===== src/rtl/rtc_pkg.sv =====
package rtc_pkg;

   localparam int unsigned LOCK_BASE    = 32;
   localparam int unsigned LOCK_SPAN    = 16;
   localparam int unsigned LOCK_REGIONS = 2;

   typedef enum logic [2:0] {
      RG_RAM, RG_LOCKED, RG_VOID, RG_CLOCK, RG_WINRAM, RG_WINRSV
   } region_e;

   // field order follows the low three address bits of the clock block
   typedef enum logic [2:0] {
      F_CTRL = 3'd0, F_SEC = 3'd1, F_MIN = 3'd2, F_HOUR = 3'd3,
      F_WDAY = 3'd4, F_DATE = 3'd5, F_MON = 3'd6, F_YEAR = 3'd7
   } field_e;

   function automatic logic bcd_ok(input logic [7:0] v);
      return (v[3:0] <= 4'd9) && (v[7:4] <= 4'd9);
   endfunction

   function automatic logic [7:0] bcd_inc(input logic [7:0] v);
      if (v[3:0] >= 4'd9) return {v[7:4] + 4'd1, 4'd0};
      else                return v + 8'd1;
   endfunction

   // BCD year divisible by four: even tens with units 0/4/8, odd tens with 2/6
   function automatic logic is_leap(input logic [7:0] y);
      if (!y[4]) return (y[3:0] == 4'd0) || (y[3:0] == 4'd4) || (y[3:0] == 4'd8);
      else       return (y[3:0] == 4'd2) || (y[3:0] == 4'd6);
   endfunction

   function automatic logic [5:0] month_len(input logic [4:0] m, input logic leap);
      case (m)
         5'h02:                      return leap ? 6'h29 : 6'h28;
         5'h04, 5'h06, 5'h09, 5'h11: return 6'h30;
         default:                    return 6'h31;
      endcase
   endfunction

endpackage


===== src/rtl/rtc_addr_dec.sv =====
module rtc_addr_dec
   import rtc_pkg::*;
#(
   parameter int unsigned ADDR_W        = 13,
   parameter int unsigned MEM_BYTES     = 512,
   parameter bit          WINDOW_AS_RAM = 1'b0
) (
   input  logic [ADDR_W-1:0] addr,
   input  logic [1:0]        lock,
   output region_e           region
);
   localparam logic [ADDR_W:0] MEM_TOP = (ADDR_W+1)'(MEM_BYTES);

   logic [LOCK_REGIONS-1:0] lk_hit;
   region_e                 win_kind;

   for (genvar g = 0; g < LOCK_REGIONS; g++) begin : g_lock
      localparam logic [ADDR_W-1:0] LO = ADDR_W'(LOCK_BASE + g * LOCK_SPAN);
      localparam logic [ADDR_W-1:0] HI = ADDR_W'(LOCK_BASE + (g + 1) * LOCK_SPAN);
      assign lk_hit[g] = lock[g] && (addr >= LO) && (addr < HI);
   end

   if (WINDOW_AS_RAM) begin : g_win_ram
      assign win_kind = RG_WINRAM;
   end else begin : g_win_rsv
      assign win_kind = RG_WINRSV;
   end

   always_comb begin
      if (&addr[ADDR_W-1:4])         region = addr[3] ? RG_CLOCK : win_kind;
      else if (|lk_hit)              region = RG_LOCKED;
      else if ({1'b0, addr} < MEM_TOP) region = RG_RAM;
      else                           region = RG_VOID;
   end
endmodule


===== src/rtl/rtc_byte_store.sv =====
module rtc_byte_store #(
   parameter int unsigned DEPTH = 512,
   localparam int unsigned IDX_W = (DEPTH > 1) ? $clog2(DEPTH) : 1
) (
   input  logic             clk,
   input  logic             we,
   input  logic             re,
   input  logic [IDX_W-1:0] idx,
   input  logic [7:0]       wd,
   output logic [7:0]       rq
);
   logic [7:0] mem [DEPTH];

   always_ff @(posedge clk) begin
      if (we) mem[idx] <= wd;
      if (re) rq <= mem[idx];
   end
endmodule


===== src/rtl/rtc_timekeeper.sv =====
module rtc_timekeeper
   import rtc_pkg::*;
(
   input  logic       clk,
   input  logic       rst_n,
   input  logic       tick,
   input  logic       we,
   input  logic [2:0] fsel,
   input  logic [7:0] wd,
   output logic [7:0] rd,
   output logic       stop_o,
   output logic [6:0] sec_o
);
   logic [7:0] ctrl_q, ctrl_n;
   logic [6:0] sec_q, sec_n, min_q, min_n;
   logic [5:0] hour_q, hour_n, date_q, date_n;
   logic [2:0] wday_q, wday_n;
   logic [4:0] mon_q, mon_n;
   logic [7:0] year_q, year_n;
   logic       cent_q, cent_n, stop_q, stop_n;

   logic       adv, roll_m, roll_h, roll_d, roll_mo, roll_y;
   logic [5:0] mlen;
   field_e     fld;

   assign fld = field_e'(fsel);

   always_comb begin
      adv     = tick && !stop_q;
      mlen    = month_len(mon_q, is_leap(year_q));
      roll_m  = adv && (sec_q == 7'h59);
      roll_h  = roll_m && (min_q == 7'h59);
      roll_d  = roll_h && (hour_q == 6'h23);
      roll_mo = roll_d && (date_q >= mlen);
      roll_y  = roll_mo && (mon_q == 5'h12);

      // counting
      sec_n  = !adv    ? sec_q  : (roll_m  ? 7'h00 : 7'(bcd_inc({1'b0, sec_q})));
      min_n  = !roll_m ? min_q  : (roll_h  ? 7'h00 : 7'(bcd_inc({1'b0, min_q})));
      hour_n = !roll_h ? hour_q : (roll_d  ? 6'h00 : 6'(bcd_inc({2'b0, hour_q})));
      date_n = !roll_d ? date_q : (roll_mo ? 6'h01 : 6'(bcd_inc({2'b0, date_q})));
      wday_n = !roll_d ? wday_q : ((wday_q == 3'd7) ? 3'd1 : wday_q + 3'd1);
      mon_n  = !roll_mo ? mon_q : (roll_y  ? 5'h01 : 5'(bcd_inc({3'b0, mon_q})));
      year_n = !roll_y ? year_q : ((year_q == 8'h99) ? 8'h00 : bcd_inc(year_q));
      ctrl_n = ctrl_q;
      cent_n = cent_q;
      stop_n = stop_q;

      // host writes override the written field only
      if (we) begin
         case (fld)
            F_CTRL: ctrl_n = (wd & ~8'hA0) | 8'h90;
            F_SEC: begin
               stop_n = wd[7];
               if (bcd_ok({1'b0, wd[6:0]}) && (wd[6:0] <= 7'h59)) sec_n = wd[6:0];
            end
            F_MIN:
               if (bcd_ok({1'b0, wd[6:0]}) && (wd[6:0] <= 7'h59)) min_n = wd[6:0];
            F_HOUR:
               if (bcd_ok({2'b0, wd[5:0]}) && (wd[5:0] <= 6'h23)) hour_n = wd[5:0];
            F_WDAY: begin
               wday_n = wd[2:0];
               cent_n = wd[6];
            end
            F_DATE:
               if (bcd_ok({3'b0, wd[4:0]}) && (wd[4:0] != 5'h00)) date_n = {1'b0, wd[4:0]};
            F_MON:
               if (bcd_ok({3'b0, wd[4:0]}) && (wd[4:0] != 5'h00) && (wd[4:0] <= 5'h12))
                  mon_n = wd[4:0];
            F_YEAR:
               if (bcd_ok(wd) && (wd <= 8'h99)) year_n = wd;
            default: ;
         endcase
      end
   end

   always_ff @(posedge clk) begin
      if (!rst_n) begin
         ctrl_q <= 8'h90;
         sec_q  <= 7'h00;
         min_q  <= 7'h00;
         hour_q <= 6'h00;
         wday_q <= 3'd1;
         cent_q <= 1'b0;
         date_q <= 6'h01;
         mon_q  <= 5'h01;
         year_q <= 8'h00;
         stop_q <= 1'b0;
      end else begin
         ctrl_q <= ctrl_n;
         sec_q  <= sec_n;
         min_q  <= min_n;
         hour_q <= hour_n;
         wday_q <= wday_n;
         cent_q <= cent_n;
         date_q <= date_n;
         mon_q  <= mon_n;
         year_q <= year_n;
         stop_q <= stop_n;
      end
   end

   always_comb begin
      case (fld)
         F_CTRL:  rd = ctrl_q;
         F_SEC:   rd = {stop_q, sec_q};
         F_MIN:   rd = {1'b0, min_q};
         F_HOUR:  rd = {2'b0, hour_q};
         F_WDAY:  rd = {1'b0, cent_q, 3'b000, wday_q};
         F_DATE:  rd = {2'b0, date_q};
         F_MON:   rd = {3'b0, mon_q};
         default: rd = year_q;
      endcase
   end

   assign stop_o = stop_q;
   assign sec_o  = sec_q;
endmodule


===== src/rtl/bcd_rtc_nvram.sv =====
module bcd_rtc_nvram
   import rtc_pkg::*;
#(
   parameter int unsigned ADDR_W        = 13,
   parameter int unsigned MEM_BYTES     = 512,
   parameter bit          WINDOW_AS_RAM = 1'b0
) (
   input  logic              clk,
   input  logic              rst_n,
   input  logic              tick_1hz,
   input  logic [ADDR_W-1:0] addr,
   input  logic              wr_en,
   input  logic [7:0]        wdata,
   input  logic              rd_en,
   output logic [7:0]        rdata,
   input  logic              lock_load,
   input  logic [1:0]        lock_din
);
   localparam int unsigned IDX_W    = (MEM_BYTES > 1) ? $clog2(MEM_BYTES) : 1;
   localparam int unsigned WIN_BASE = (2 ** ADDR_W) - 16;

   if (ADDR_W < 7 || ADDR_W > 16) begin : g_bad_aw
      $error("ADDR_W out of supported range");
   end
   if (MEM_BYTES < LOCK_BASE + LOCK_REGIONS * LOCK_SPAN || MEM_BYTES > WIN_BASE) begin : g_bad_mem
      $error("MEM_BYTES must cover the lock regions and stay below the top window");
   end

   region_e    region, region_q;
   logic [1:0] lock_q;
   logic [7:0] ram_q, win_q, tk_rd, clk_q;
   logic       tk_stop;
   logic [6:0] tk_sec;

   always_ff @(posedge clk) begin
      if (!rst_n)         lock_q <= 2'b00;
      else if (lock_load) lock_q <= lock_din;
   end

   rtc_addr_dec #(
      .ADDR_W(ADDR_W), .MEM_BYTES(MEM_BYTES), .WINDOW_AS_RAM(WINDOW_AS_RAM)
   ) u_dec (
      .addr(addr), .lock(lock_q), .region(region)
   );

   rtc_byte_store #(.DEPTH(MEM_BYTES)) u_ram (
      .clk(clk),
      .we (wr_en && (region == RG_RAM)),
      .re (rd_en && (region == RG_RAM)),
      .idx(addr[IDX_W-1:0]),
      .wd (wdata),
      .rq (ram_q)
   );

   if (WINDOW_AS_RAM) begin : g_winram
      rtc_byte_store #(.DEPTH(8)) u_win (
         .clk(clk),
         .we (wr_en && (region == RG_WINRAM)),
         .re (rd_en && (region == RG_WINRAM)),
         .idx(addr[2:0]),
         .wd (wdata),
         .rq (win_q)
      );
   end else begin : g_winrsv
      assign win_q = 8'h00;
   end

   rtc_timekeeper u_tk (
      .clk   (clk),
      .rst_n (rst_n),
      .tick  (tick_1hz),
      .we    (wr_en && (region == RG_CLOCK)),
      .fsel  (addr[2:0]),
      .wd    (wdata),
      .rd    (tk_rd),
      .stop_o(tk_stop),
      .sec_o (tk_sec)
   );

   always_ff @(posedge clk) begin
      if (!rst_n) begin
         region_q <= RG_VOID;
         clk_q    <= 8'h00;
      end else if (rd_en) begin
         region_q <= region;
         clk_q    <= tk_rd;
      end
   end

   always_comb begin
      case (region_q)
         RG_RAM:    rdata = ram_q;
         RG_WINRAM: rdata = win_q;
         RG_CLOCK:  rdata = clk_q;
         RG_WINRSV: rdata = 8'h00;
         default:   rdata = 8'hFF;
      endcase
   end
endmodule


===== config.mk =====
export PLATFORM = sky130hd
export DESIGN_NAME = bcd_rtc_nvram
export DESIGN_NICKNAME = d
export VERILOG_FILES = /design/src/rtl/rtc_pkg.sv /design/src/rtl/rtc_addr_dec.sv /design/src/rtl/rtc_byte_store.sv /design/src/rtl/rtc_timekeeper.sv /design/src/rtl/bcd_rtc_nvram.sv
export SDC_FILE = /design/constraint.sdc
export NUM_CORES = 2
export LEC_CHECK = 0
export ABC_CLOCK_PERIOD_IN_PS = 4280
export BUFFER_PORTS_ARGS = -buffer_cell sky130_fd_sc_hd__buf_2
export CAP_MARGIN = 0
export CORE_MARGIN = 4
export CORE_UTILIZATION = 25
export DETAILED_ROUTE_END_ITERATION = 7
export PLACE_DENSITY = 0.47
export SLEW_MARGIN = 15
export SYNTH_ARGS = -nofsm -noshare
export SYNTH_HDL_FRONTEND = slang
export SYNTH_SLANG_ARGS = --single-unit

===== constraint.sdc =====
create_clock -name clk -period 4.28 [get_ports clk]
set_clock_uncertainty 0.2 [all_clocks]
set_input_delay 1.284 -clock clk [delete_from_list [all_inputs] [get_ports clk]]
set_output_delay 1.284 -clock clk [all_outputs]
set_load 0.1 [all_outputs]

== Yosys cells after proc, flatten, opt, wreduce, memory -nomap -nowiden ==
Memories as Yosys holds them, arrays and structs flattened. A register that Yosys moved wholly into a read port is not among the register bits.
Index checks and enable logic that the tools add are counted.

* $add $sub $neg: 13
* $lt $le $gt $ge: 20
* Equal/unequal tests: 26
* Multiplexer cells: 51
* Reductions and logical operators: 37

{| class="wikitable"
|+ Operators by type and width
! kind !! number
|-
| $mux 7 || 12
|-
| $mux 6 || 12
|-
| $pmux 8 s7 || 1
|-
| $mux 8 || 6
|-
| $mux 5 || 6
|-
| $ge 13x6->1 const B || 2
|-
| $ge 4x4->1 const B || 6
|-
| $pmux 8 s3 || 1
|-
| $eq 3x3->1 const B || 7
|-
| $logic_and 1x1->1 || 21
|-
| $mux 3 || 7
|-
| $add 7x1->7 const B || 2
|-
| $eq 7x7->1 const B || 2
|-
| $lt 13x10->1 const B || 1
|-
| $lt 13x6->1 const B || 1
|-
| $lt 13x7->1 const B || 1
|-
| $add 6x1->6 const B || 2
|-
| $eq 3x2->1 const B || 4
|-
| $pmux 6 s2 || 1
|-
| $eq 5x3->1 const B || 2
|-
| $eq 5x5->1 const B || 2
|-
| $add 3x1->3 const B || 3
|-
| $logic_not 3->1 || 3
|-
| $reduce_and 9->1 || 1
|-
| 30 further kinds || 41
|}

* Register bits after elaboration: 62
* Memory bits (writable): 4096
* Bits of input ports: 29
* Word-level logic and storage cells: 161
* Memories: 1

{| class="wikitable"
|+ Memory list
! name !! depth !! width !! read ports !! clocked after Yosys merged registers in !! wr ports !! RTL line !! RTL
|-
| u_ram.mem || 512 || 8 || 1 || 1 || 1 || rtc_byte_store.sv:12 || <nowiki>logic [7:0] mem [DEPTH];</nowiki>
|}

== Longest topological paths before layout ==
* Depth in word-level cells: 14
* Depth in mapped cells: 14
* Gate-level depth less buffers: 13

== Hierarchy ==
Synthesis repeated with hierarchy kept, for this count alone.

* Cells, all modules: 8127
* Area total of the unflattened synthesis: 163007.6 sq um

{| class="wikitable"
|+ Modules (own cells, without submodules)
! module !! instances !! cells an instance !! area an instance (sq um) !! seq. area each (sq um)
|-
| rtc_byte_store || 1 || 7575 || 158439.5 || 123238.2
|-
| rtc_timekeeper || 1 || 478 || 3778.6 || 980.9
|-
| bcd_rtc_nvram || 1 || 63 || 698.2 || 260.2
|-
| rtc_addr_dec || 1 || 11 || 91.3 || 0.0
|}

== Least setup slack after synthesis ==
No wires, ideal clock.

* Kind: input-to-reg
* Start: in addr[3]
* End: mem u_ram.mem[390][0] (enable)
* Arrival: 3.671 ns
* Required time: 3.710 ns
* Slack: 0.039 ns
* Stages on the path: 10
* Buffers on the path: 7
* Cells stage by stage: buf_4 > inv_2 > buf_2 > buf_2 > buf_2 > buf_2 > buf_2 > nand4_1 > clkbuf_1 > nor2_1

* Cells in the longest elaborated chain, start to end: 10
* Elaborated cells on any way between the ends: 18

{| class="wikitable"
|+ Ends and longest elaborated chain
! item !! RTL line !! RTL
|-
| start, declared || bcd_rtc_nvram.sv:11 || <nowiki>input logic [ADDR_W-1:0] addr,</nowiki>
|-
| $ge 13x6->1 || rtc_addr_dec.sv:20 || <nowiki>assign lk_hit[g] = lock[g] && (addr >= LO) && (addr < HI);</nowiki>
|-
| $logic_and 1x1->1 (2 in a row) || rtc_addr_dec.sv:20 ||
|-
| $reduce_or 2->1 || rtc_addr_dec.sv:31 || <nowiki>else if (|lk_hit) region = RG_LOCKED;</nowiki>
|-
| $mux 3 || rtc_addr_dec.sv:31 ||
|-
| $mux 3 || rtc_addr_dec.sv:30 || <nowiki>if (&addr[ADDR_W-1:4]) region = addr[3] ? RG_CLOCK : win_kind;</nowiki>
|-
| $logic_not 3->1 || bcd_rtc_nvram.sv:48 || <nowiki>.we (wr_en && (region == RG_RAM)),</nowiki>
|-
| $logic_and 1x1->1 || bcd_rtc_nvram.sv:48 ||
|-
| $mux 1 || rtc_byte_store.sv:15 || <nowiki>if (we) mem[idx] <= wd;</nowiki>
|-
| $mux 1 (not written as such) || rtc_byte_store.sv:15 ||
|-
| end, declared || rtc_byte_store.sv:12 ||
|}

Parallel ways exist; a longest one is shown, timed or not.

== Final worst setup path ==
* Start: in addr[1]
* End: reg u_ram.rq[6], read port of u_ram.mem (data pin)

* Cells in the longest elaborated chain, start to end: 8
* Elaborated cells on any way between the ends: 15

{| class="wikitable"
|+ Ends and longest elaborated chain
! item !! RTL line !! RTL
|-
| $ge 13x6->1 || rtc_addr_dec.sv:20 ||
|-
| $logic_and 1x1->1 (2 in a row) || rtc_addr_dec.sv:20 ||
|-
| $reduce_or 2->1 || rtc_addr_dec.sv:31 ||
|-
| $mux 3 || rtc_addr_dec.sv:31 ||
|-
| $mux 3 || rtc_addr_dec.sv:30 ||
|-
| $logic_not 3->1 || bcd_rtc_nvram.sv:49 || <nowiki>.re (rd_en && (region == RG_RAM)),</nowiki>
|-
| $logic_and 1x1->1 || bcd_rtc_nvram.sv:49 ||
|-
| end, declared || rtc_byte_store.sv:10 || <nowiki>output logic [7:0] rq</nowiki>
|}

Parallel ways exist; a longest one is shown, timed or not.
A chain may end at the register's enable or synchronous reset.

==> impl_metrics.json <==
{
  "yosysTopAreaCellShare": 0.755,
  "fin_total_pwr_mw": 89.4,
  "wire_per_inst_um": 30.3,
  "ys_ff_latch": 4166,
  "routed_wl_um": 568000,
  "crit_path_start": "addr[1]",
  "detailed_place_hpwl_um": 398000,
  "cts_buffers": 446,
  "dieArea_mm2": 0.666,
  "outcome": "finished, final reports clean",
  "p_sw_mw": 19.9,
  "relSlewSlack": 0.0798,
  "drv_cap": 0,
  "synth-main-ff-cell": "edfxtp_1",
  "critPathMaxFanout": 26,
  "final_hold_viol_count": 0,
  "num_rows": 296,
  "setup_tns_ns": 0,
  "pwr-share-clk": 0.441,
  "postLayoutCellArea_mm2": 0.204,
  "nets": 9751,
  "via_count": 89957,
  "place.port_buffers": 36,
  "setup_viol": 0,
  "combPwrFrac": 0.058,
  "synthTopCellsByArea": "edfxtp_1, mux4_2, mux2i_1",
  "critPathRequiredTime_ns": 4.83,
  "post-route-util": 0.313,
  "dpl_worst_slack_ns": -1.25,
  "worstPathArrival_ns": 4.83,
  "cts_buffer_depth": 4,
  "final_cells": 18725,
  "worstHoldPathType": "flip-flop to flip-flop",
  "core_mm2": 0.650,
  "regToRegStartpoint": "u_tk.mon_q[1]",
  "cts-hold-fix-buffers": 0,
  "critPathLaunchType": "primary input",
  "die_y_um": 816,
  "tightest_slew_ns": 1.38,
  "crit_type": "primary input to flip-flop",
  "grtUsageTotal": 0.165,
  "synth_edf_count": 4104,
  "ctsHtreeMaxLevel": 5,
  "synthesis.area_mm2": 0.163,
  "mappedNetlistNets": 7921,
  "ir_drop_mv": 0.370,
  "drt_first_pass_iters": 7,
  "cts_root_buf": "clkbuf_16",
  "cts_tree": "done",
  "finalCriticalPeriod_ns": 4.27,
  "p_leak_nw": 66.1,
  "initial_core_util": 0.251,
  "cts.sinks": 4166,
  "drive_gt1_frac": 0.359,
  "grt_pass1_vias": 91466,
  "max_freq_mhz": 234,
  "antenna_found_initial": 36,
  "hp-start": "clk_q[2]",
  "place_congestion": 0.901,
  "async_flop_share": 0,
  "reg2reg_depth": 12,
  "hold_ws_ns": 0.277,
  "yosys_warnings": 0,
  "grt_max_degree": 184,
  "p_seq_frac": 0.501,
  "intPower_mw": 69.4,
  "fin_crit_sh": 0.998,
  "placed_area_mm2": 0.189,
  "synth_top_area_cell": "edfxtp_1",
  "syn_avg_cell_area_um2": 20.8,
  "netlist_instances": 7859,
  "clock_latency_ns": 1.01,
  "grt_pass1_wl_um": 777000,
  "p_per_area_mw_per_mm2": 439,
  "vias_per_cell": 4.80,
  "worstHoldPathCells": 2,
  "drv_slew": 0,
  "switching_share": 0.223,
  "worst_slack_ns": 0.00693,
  "overflow": 0,
  "synth_cell_type_count": 71,
  "syn2layout_area_growth_pct": 24.8,
  "cp-end-kind": "flip-flop",
  "clkTransAtPathRegs_ns": 0.07,
  "antenna_left": 0,
  "chipWidth_um": 816,
  "drtIter0Drc": 10814,
  "synth-seq-area-share": 0.762,
  "grt_setup_unrepaired": "no",
  "drc": 0,
  "dp.cells": 17882,
  "num_io_pins": 37
}
state kept, by name (all words and copies together) (netlist names), 5 cells and up:
signal / count
u_ram.mem: 4096
clk_q: 8
u_ram.rq: 8
u_tk.year_q: 8
u_tk.min_q: 7
u_tk.sec_o: 7
u_tk.date_q: 6
u_tk.hour_q: 6
u_tk.ctrl_q: 5
u_tk.mon_q: 5
worst max-delay path, stage by stage:
cell and delay [ns]:
buf_12 0.28, buf_12 0.22, buf_4 0.24, buf_4 0.28, buf_4 0.21, mux4_2 0.31, mux2i_2 0.47, o22ai_1 0.17
or3_1 0.47, a21oi_1 0.40, o311a_1 0.27, nand4_1 0.09
final timing paths:
kind / to / slack, ns
max: u_ram.rq[6] / 0.007
min: clk_q[2] / 0.28
max reg2reg: u_tk.mon_q[3] / 0.23
min reg2reg: clk_q[2] / 0.28
cell usage in the layout (no fill, tap or decap), drive strengths merged, types with 8 or more instances in the layout:
master,count
xnor2,8
or3,9
a21oi,93
o22ai,48
a22o,11
mux2i,287
diode,8
nor2b,20
or4,9
mux4,1043
a32oi,33
mux2,15
clkbuf,528
inv,35
a311oi,14
nor2,651
bufinv,56
nand4,34
clkinv,223
nand3,110
o32ai,15
dfxtp,62
a22oi,110
clkinvlp,21
a211oi,19
edfxtp,4104
a221oi,19
o21ai,67
nand2b,17
o211ai,18
a31oi,30
and2,10
buf,1859
o22a,9
ha,33
nor3,50
nor4,20
nand2,281
and3,15
cell families (layout without fill, tap and decap cells):
logic type	Yosys count	after routing	share of synthesized area
and+or+nand+nor	1260	1260	0.0333
xor gates and xnor gates	8	8	0.000429
AOI/OAI and AO/OA	541	541	0.0231
muxes	1345	1345	0.163
adders and majority gates	33	33	0.00253
other	0	8	0
DFF	4166	4166	0.762
buffers and inverters	506	2722	0.0157
per-layer routing:
metal / routed length, um / track usage
met5: 105 / 0
met4: 19400 / 0.0506
met3: 42500 / 0.0301
met1: 239000 / 0.226
met2: 266000 / 0.267
repair_timing:
| action | 4_1_cts | 5_1_grt |
|---|---|---|
| gates resized for setup | 2 | 3 |
| setup endpoints to repair | 1 | 2 |
| pin swaps | 0 | 0 |
| buffers inserted | 0 | 0 |
cell type report:
type                            instances  area (um^2)
Inverter                               29          123
Tap cell                             8642        10800
Multi-Input combinational cell       3187        36500
Sequential cell                      4166       124000
Fill cell                           62730       447000
Timing Repair Buffer                 1859        16900
Clock buffer                          528        11500
Clock inverter                        306         3400
Antenna cell                            8         20.0
synth_stat cells, drive strengths merged, types with 20 or more instances:
library cell / number
o22ai: 48
inv: 29
nor4: 20
nand2: 281
ha: 33
edfxtp: 4104
o21ai: 67
clkbuf: 174
mux4: 1043
nand3: 110
mux2i: 287
nand4: 34
a31oi: 30
nor3: 50
buf: 303
nor2: 651
a32oi: 33
nor2b: 20
a22oi: 110
a21oi: 93
dfxtp: 62
power by group through the flow:
stage	Sequential (mW)	Combinational, mW	Clock, mW
6_report	44.8	5.18	39.4
5_1_grt	44.8	5.36	41.9
4_1_cts	44.8	5.21	40.2
3_5_place_dp	45.7	5.20	0
3_3_place_gp	45.7	5.13	0
2_1_floorplan	45.7	2.08	0
Note: power is estimated with default switching activity, not from simulation.
